<file path="src/rtl/secded_pkg.sv">
package secded_pkg;
  // smallest p with 2^p >= p + d + 1
  function automatic int check_count(input int d);
    int p;
    p = 1;
    while ((1 << p) < (p + d + 1)) p++;
    return p;
  endfunction

  function automatic bit is_pow2(input int k);
    return (k > 0) && ((k & (k - 1)) == 0);
  endfunction
endpackage

</file>
<file path="src/rtl/secded_enc.sv">
module secded_enc
  import secded_pkg::*;
#(
  parameter int DATA_W = 64,
  localparam int P_W    = check_count(DATA_W),
  localparam int HAM_W  = DATA_W + P_W,
  localparam int CODE_W = HAM_W + 1
) (
  input  logic [DATA_W-1:0] data_i,
  output logic [CODE_W-1:0] code_o
);
  logic [HAM_W:1] hv;

  always_comb begin
    int j;
    logic s;
    hv = '0;
    j  = DATA_W - 1;
    for (int k = 1; k <= HAM_W; k++) begin
      if (!is_pow2(k)) begin
        hv[k] = data_i[j];
        j--;
      end
    end
    for (int i = 0; i < P_W; i++) begin
      s = 1'b0;
      for (int k = 1; k <= HAM_W; k++)
        if (((k >> i) & 1) == 1) s ^= hv[k];
      hv[1 << i] = s;
    end
  end

  always_comb begin
    code_o = '0;
    for (int k = 1; k <= HAM_W; k++) code_o[CODE_W-k] = hv[k];
    code_o[0] = ^hv;
  end
endmodule

</file>
<file path="src/rtl/secded_dec.sv">
module secded_dec
  import secded_pkg::*;
#(
  parameter int DATA_W = 64,
  localparam int P_W    = check_count(DATA_W),
  localparam int HAM_W  = DATA_W + P_W,
  localparam int CODE_W = HAM_W + 1
) (
  input  logic [CODE_W-1:0] code_i,
  output logic [DATA_W-1:0] data_o,
  output logic [DATA_W-1:0] raw_data_o,
  output logic [P_W-1:0]    syndrome_o,
  output logic              single_o,
  output logic              double_o,
  output logic              parity_o
);
  function automatic logic [DATA_W-1:0] pull_data(input logic [HAM_W:1] h);
    logic [DATA_W-1:0] d;
    int j;
    d = '0;
    j = DATA_W - 1;
    for (int k = 1; k <= HAM_W; k++) begin
      if (!is_pow2(k)) begin
        d[j] = h[k];
        j--;
      end
    end
    return d;
  endfunction

  logic [HAM_W:1] rx, fixed;
  logic           whole_par;
  logic           syn_nz;

  always_comb begin
    for (int k = 1; k <= HAM_W; k++) rx[k] = code_i[CODE_W-k];
  end

  always_comb begin
    logic s;
    for (int i = 0; i < P_W; i++) begin
      s = 1'b0;
      for (int k = 1; k <= HAM_W; k++)
        if (((k >> i) & 1) == 1) s ^= rx[k];
      syndrome_o[i] = s;
    end
  end

  assign whole_par = ^code_i;
  assign syn_nz    = |syndrome_o;
  assign single_o  = syn_nz && whole_par && (int'(syndrome_o) <= HAM_W);
  assign double_o  = syn_nz && !single_o;
  assign parity_o  = !syn_nz && whole_par;

  always_comb begin
    fixed = rx;
    for (int k = 1; k <= HAM_W; k++)
      if (single_o && (int'(syndrome_o) == k)) fixed[k] = ~rx[k];
  end

  assign data_o     = pull_data(fixed);
  assign raw_data_o = pull_data(rx);
endmodule

</file>
<file path="src/rtl/secded_codec.sv">
module secded_codec
  import secded_pkg::*;
#(
  parameter int DATA_W  = 64,
  parameter bit OUT_REG = 1'b0,
  localparam int P_W    = check_count(DATA_W),
  localparam int HAM_W  = DATA_W + P_W,
  localparam int CODE_W = HAM_W + 1
) (
  input  logic              clk,
  input  logic              rst_n,
  input  logic [DATA_W-1:0] enc_data_i,
  output logic [CODE_W-1:0] enc_code_o,
  input  logic [CODE_W-1:0] dec_code_i,
  output logic [DATA_W-1:0] dec_data_o,
  output logic [P_W-1:0]    dec_syndrome_o,
  output logic              dec_single_o,
  output logic              dec_double_o,
  output logic              dec_parity_o
);
  logic [DATA_W-1:0] c_data, c_raw;
  logic [P_W-1:0]    c_syn;
  logic              c_single, c_double, c_parity;

  secded_enc #(.DATA_W(DATA_W)) u_enc (
    .data_i (enc_data_i),
    .code_o (enc_code_o)
  );

  secded_dec #(.DATA_W(DATA_W)) u_dec (
    .code_i     (dec_code_i),
    .data_o     (c_data),
    .raw_data_o (c_raw),
    .syndrome_o (c_syn),
    .single_o   (c_single),
    .double_o   (c_double),
    .parity_o   (c_parity)
  );

  generate
    if (OUT_REG) begin : g_reg
      always_ff @(posedge clk or negedge rst_n) begin
        if (!rst_n) begin
          dec_data_o     <= '0;
          dec_syndrome_o <= '0;
          dec_single_o   <= 1'b0;
          dec_double_o   <= 1'b0;
          dec_parity_o   <= 1'b0;
        end else begin
          dec_data_o     <= c_data;
          dec_syndrome_o <= c_syn;
          dec_single_o   <= c_single;
          dec_double_o   <= c_double;
          dec_parity_o   <= c_parity;
        end
      end
      // registered outputs lag the decode logic by one clock
      a_r10_reg_delay: assert property (@(posedge clk) disable iff (!rst_n)
        1'b1 |=> (dec_syndrome_o == $past(c_syn)) && (dec_data_o == $past(c_data)));
    end else begin : g_comb
      assign dec_data_o     = c_data;
      assign dec_syndrome_o = c_syn;
      assign dec_single_o   = c_single;
      assign dec_double_o   = c_double;
      assign dec_parity_o   = c_parity;
    end
  endgenerate

  a_r8_flags_exclusive: assert property (@(posedge clk) disable iff (!rst_n)
    $onehot0({c_single, c_double, c_parity}));
  a_r4_loopback_clean: assert property (@(posedge clk) disable iff (!rst_n)
    (dec_code_i == enc_code_o) |-> (c_syn == '0) && !c_single && !c_double && !c_parity
                                   && (c_data == enc_data_i));
  a_r7_double_passthru: assert property (@(posedge clk) disable iff (!rst_n)
    c_double |-> (c_data == c_raw));
  a_r6_parity_only: assert property (@(posedge clk) disable iff (!rst_n)
    c_parity |-> (c_syn == '0) && (c_data == c_raw));
  a_r4_quiet_no_change: assert property (@(posedge clk) disable iff (!rst_n)
    !(c_single || c_double || c_parity) |-> (c_data == c_raw));
endmodule

</file>
<file path="config.mk">
export PLATFORM = sky130hd
export DESIGN_NAME = secded_codec
export DESIGN_NICKNAME = d
export VERILOG_FILES = /design/src/rtl/secded_pkg.sv /design/src/rtl/secded_enc.sv /design/src/rtl/secded_dec.sv /design/src/rtl/secded_codec.sv
export SDC_FILE = /design/constraint.sdc
export NUM_CORES = 1
export LEC_CHECK = 0
export BUFFER_PORTS_ARGS = -buffer_cell sky130_fd_sc_hd__buf_2
export CAP_MARGIN = 5
export CORE_AREA = 2 2 110 112
export DETAILED_ROUTE_END_ITERATION = 16
export DIE_AREA = 0 0 112 114
export GPL_TIMING_DRIVEN = 0
export PLACE_DENSITY = 0.8
export SYNTH_ARGS = -nofsm -noshare
export SYNTH_HDL_FRONTEND = slang
export SYNTH_SLANG_ARGS = --single-unit
</file>
<file path="constraint.sdc">
create_clock -name vclk -period 3.2
set_input_delay 0.32 -clock vclk [all_inputs]
set_output_delay 0.32 -clock vclk [all_outputs]
set_load 0.05 [all_outputs]
</file>
==> flow_summary.html <==
<table>
<tr><th>Metric</th><th>Value</th></tr>
<tr><th colspan="2">STA</th></tr>
<tr><td>Setup Total Neg Slack</td><td>-29.44 ns</td></tr>
<tr><td>Share of the clock period used by the worst path</td><td>119.2%</td></tr>
<tr><td>Setup repair after global routing missed its margin</td><td>yes</td></tr>
<tr><td>Setup slack of the critical path after layout</td><td>-0.6131 ns</td></tr>
<tr><td>Tightest slew margin relative to the limit</td><td>between 60 and 70%</td></tr>
<tr><td>Pin slew with the least headroom to its limit</td><td>around 0.56 ns</td></tr>
<tr><td>Max Fclk</td><td>262.3 MHz</td></tr>
<tr><td>Worst hold-check slack</td><td>roughly 0.96 ns</td></tr>
<tr><td>Max Transition Viols Final</td><td>0</td></tr>
<tr><td>Final hold viol count</td><td>0</td></tr>
<tr><td>Time the worst path needs with I/O delays and setup</td><td>~3.8 ns</td></tr>
<tr><td>Setup violators final</td><td>68</td></tr>
<tr><th colspan="2">Global route</th></tr>
<tr><td>First-pass GRT wire length</td><td>approximately 35 mm</td></tr>
<tr><td>Total routing resource utilization after global routing</td><td>35.70%</td></tr>
<tr><td>Initial antenna violation count</td><td>0</td></tr>
<tr><td>Maximum number of pins on one net before global-route repair</td><td>11</td></tr>
<tr><td>Vias in the first global route</td><td>around 5700</td></tr>
<tr><td>Sum of overflow across all layers after global routing</td><td>0</td></tr>
<tr><th colspan="2">Placed design</th></tr>
<tr><td>Routability-driven placement congestion ratio</td><td>0.9263</td></tr>
<tr><td>HPWL after detailed placement</td><td>between 15 and 20 mm</td></tr>
<tr><td>Placement Setup Slack</td><td>-1.088 ns</td></tr>
<tr><td>Number of input and output port buffers inserted</td><td>282</td></tr>
<tr><th colspan="2">Yosys</th></tr>
<tr><td>Proportion of netlist area held by the largest area contributor</td><td>~44%</td></tr>
<tr><td>Sequential area share after synthesis</td><td>0%</td></tr>
<tr><td>Count of unique library cells instantiated by Yosys</td><td>34</td></tr>
<tr><td>Syn avg cell area</td><td>just under 9 µm²</td></tr>
<tr><td>Most common library cells after synthesis</td><td>217 x sky130_fd_sc_hd__xnor2_1, 64 x sky130_fd_sc_hd__buf_4, 59 x sky130_fd_sc_hd__xor2_1</td></tr>
<tr><td>Syn Std Cell Area</td><td>approximately 0.0043 mm²</td></tr>
<tr><td>Dominant cells by area after synthesis</td><td>sky130_fd_sc_hd__xnor2_1 44%, sky130_fd_sc_hd__xnor3_1 13%, sky130_fd_sc_hd__xor2_1 12%, sky130_fd_sc_hd__buf_4 11%, sky130_fd_sc_hd__xor3_1 2.8%</td></tr>
<tr><td>Library cell with the largest summed area after synthesis</td><td>sky130_fd_sc_hd__xnor2_1</td></tr>
<tr><td>Yosys warning total</td><td>0</td></tr>
<tr><td>Total nets after synthesis</td><td>628</td></tr>
<tr><td>Count leader, synth</td><td>sky130_fd_sc_hd__xnor2_1</td></tr>
<tr><td>Synthesized instance count</td><td>between 400 and 500</td></tr>
<tr><th colspan="2">Route</th></tr>
<tr><td>Residual DRC</td><td>0</td></tr>
<tr><td>Initial DRC count</td><td>549</td></tr>
<tr><td>Post-DR vias/cell</td><td>between 5 and 6</td></tr>
<tr><td>Routed WL per cell</td><td>~27 µm</td></tr>
<tr><td>Final antenna-violating net count</td><td>0</td></tr>
<tr><td>Routed WL</td><td>28.50 mm</td></tr>
<tr><td>Detailed-routing iteration count for the pre-antenna-repair pass</td><td>5</td></tr>
<tr><td>Via count</td><td>~5700</td></tr>
<tr><th colspan="2">Floorplanning</th></tr>
<tr><td>Vertical die dimension</td><td>about 110 µm</td></tr>
<tr><td>Core outline area</td><td>0.01171 mm²</td></tr>
<tr><td>Count of pins on the block boundary</td><td>about 280</td></tr>
<tr><td>Floorplan die width</td><td>about 110 µm</td></tr>
<tr><td>Area of the die</td><td>roughly 0.013 mm²</td></tr>
<tr><td>Row cnt</td><td>40</td></tr>
<tr><td>Starting Density</td><td>36.52%</td></tr>
<tr><th colspan="2">Outcome</th></tr>
<tr><td>Status</td><td>complete, but fails checks</td></tr>
<tr><td>Violated checks</td><td>negative setup slack</td></tr>
<tr><th colspan="2">Critical path</th></tr>
<tr><td>Type of origin of the critical path</td><td>input port</td></tr>
<tr><td>Data required time of the critical path</td><td>2.88 ns</td></tr>
<tr><td>Crit path max fanout</td><td>6</td></tr>
<tr><td>Nature of the critical path endpoint</td><td>output port</td></tr>
<tr><td>Chain of cells forming the critical path</td><td>buf_6 -&gt; xnor2_4 -&gt; xnor3_2 -&gt; xnor2_4 -&gt; xnor2_2 -&gt; xnor3_2 -&gt; buf_8 -&gt; nor3_4 -&gt; buf_6 -&gt; nand3b_1 -&gt; xnor2_4 -&gt; buf_6</td></tr>
<tr><td>Critical path class</td><td>in -&gt; out</td></tr>
<tr><td>Arrival @ worst endpoint</td><td>around 3.5 ns</td></tr>
<tr><td>Crit-path max cell delay</td><td>roughly 0.57 ns</td></tr>
<tr><td>Cell with the largest stage delay on the worst path</td><td>sky130_fd_sc_hd__xnor3_2</td></tr>
<tr><th colspan="2">Cells and area</th></tr>
<tr><td>Fill cell count</td><td>462</td></tr>
<tr><td>Synth-to-Final Area Change</td><td>142.7%</td></tr>
<tr><td>Final-layout clock buffer total</td><td>0</td></tr>
<tr><td>Footprint of the multi-input gates</td><td>between 0.006 and 0.007 mm²</td></tr>
<tr><td>Storage cell area</td><td>0 µm²</td></tr>
<tr><td>Layout cell share with drive strength beyond 1</td><td>between 70% and 80%</td></tr>
<tr><td>Count of nets after finishing</td><td>about 1000</td></tr>
<tr><td>Number of flip-flops and latches</td><td>0</td></tr>
<tr><td>Antenna diode instance count</td><td>0</td></tr>
<tr><th colspan="2">Min path</th></tr>
<tr><td>Endpoint of the worst hold path</td><td>dec_data_o[38]</td></tr>
<tr><td>Number of cells traversed by the worst hold path</td><td>3</td></tr>
<tr><td>Hold crit path type</td><td>in -&gt; out</td></tr>
<tr><td>Worst hold path startpoint</td><td>dec_code_i[41]</td></tr>
<tr><th colspan="2">Run</th></tr>
<tr><td>Max-cap viol count</td><td>0</td></tr>
<tr><th colspan="2">CTS</th></tr>
<tr><td>Cts hold-fix bufs</td><td>0</td></tr>
</table>
-- critical path, delay by kind of cell --
kind,cells,cell delay [ns]
xor gates and xnor gates,6,1.93
buffers and inverters,4,0.67
and+or+nand+nor,2,0.56
-- routing by layer --
| metal | vias up | part of all wire (%) | global-route usage [%] |
|---|---|---|---|
| met4 | 0 | 8.8 | 16.34 |
| li1 | 2342 | - | - |
| met1 | 2671 | 32 | 37.17 |
| met3 | 187 | 9.3 | 5.579 |
| met2 | 529 | 50 | 70.10 |
| met5 | - | 0 | 0 |
-- cell usage in the layout, fill, tap and decap left out, types with 2 or more instances in the layout --
cell type                  Yosys  layout
sky130_fd_sc_hd__xnor3_1      25      12
sky130_fd_sc_hd__nand2_8       0       3
sky130_fd_sc_hd__buf_12        0      19
sky130_fd_sc_hd__and4_4        0       2
sky130_fd_sc_hd__xor2_2        0       3
sky130_fd_sc_hd__buf_6         1     104
sky130_fd_sc_hd__nor2b_4       0       2
sky130_fd_sc_hd__inv_1         2       2
sky130_fd_sc_hd__o21ai_2       0       2
sky130_fd_sc_hd__or3_4         1       2
sky130_fd_sc_hd__xor2_1       59      34
sky130_fd_sc_hd__nand3_4       0      11
sky130_fd_sc_hd__xor3_2        1       6
sky130_fd_sc_hd__nand2b_4      0       4
sky130_fd_sc_hd__xnor2_4       0      57
sky130_fd_sc_hd__nor3b_4       0       3
sky130_fd_sc_hd__nand3b_1      4       4
sky130_fd_sc_hd__and3_4        0       2
sky130_fd_sc_hd__buf_4        64     157
sky130_fd_sc_hd__xor2_4        0      22
sky130_fd_sc_hd__nor4_4        0       8
sky130_fd_sc_hd__nand2_2       1       5
sky130_fd_sc_hd__xnor2_2       3      25
sky130_fd_sc_hd__nor2_4        0      13
sky130_fd_sc_hd__nor3_4        0      14
sky130_fd_sc_hd__xnor3_2       0      12
sky130_fd_sc_hd__nand2_4       0      17
sky130_fd_sc_hd__xnor2_1     217     138
sky130_fd_sc_hd__buf_2         3     187
sky130_fd_sc_hd__nand4_1       7       7
sky130_fd_sc_hd__buf_8         0      14
-- cell families after synthesis --
logic type                synth area share (%)
buffers and inverters                    12.46
xor gates and xnor gates                 74.20
AOI/OAI and AO/OA                       0.5560
and+or+nand+nor                          12.79
-- final cells by class --
cell class	instances	area share, %
Multi-Input combinational cell	415	60.33
Inverter	3	0.1326
Timing Repair Buffer	413	32.21
Tap cell	147	1.772
Buffer	71	5.557
-- per-stage QoR --
stage	util (%)	instances	area [µm²]
floorplan	-	490	5818
global placement	63.30	919	7413
detailed placement	63.30	919	7413
CTS	82.02	1004	9605
global route	88.63	1049	10380
finish	88.63	1049	10380
-- worst max-delay path by stage --
stage / end / cells after the start / from / slack, ns
2_1_floorplan: dec_data_o[5] / 9 / dec_code_i[23] / -0.17
3_3_place_gp: dec_data_o[48] / 11 / dec_code_i[47] / -1.00
3_5_place_dp: dec_data_o[25] / 11 / dec_code_i[47] / -1.09
4_1_cts: dec_data_o[49] / 11 / dec_code_i[24] / -0.37
5_1_grt: dec_data_o[16] / 12 / dec_code_i[52] / -0.60
6_report: dec_data_o[16] / 12 / dec_code_i[49] / -0.61
-- what timing repair did --
action | in CTS | in global routing
endpoints found under the setup margin | 67 | 68
gates resized for setup | 358 | 93
setup buffers | 85 | 50
endpoints found under the hold margin | 0 | 0
cloned | 1 | 0
pin swaps | 96 | 77
Power is not shown: default switching activity piles up to over one toggle a cycle in this logic, so the estimate is an artifact.
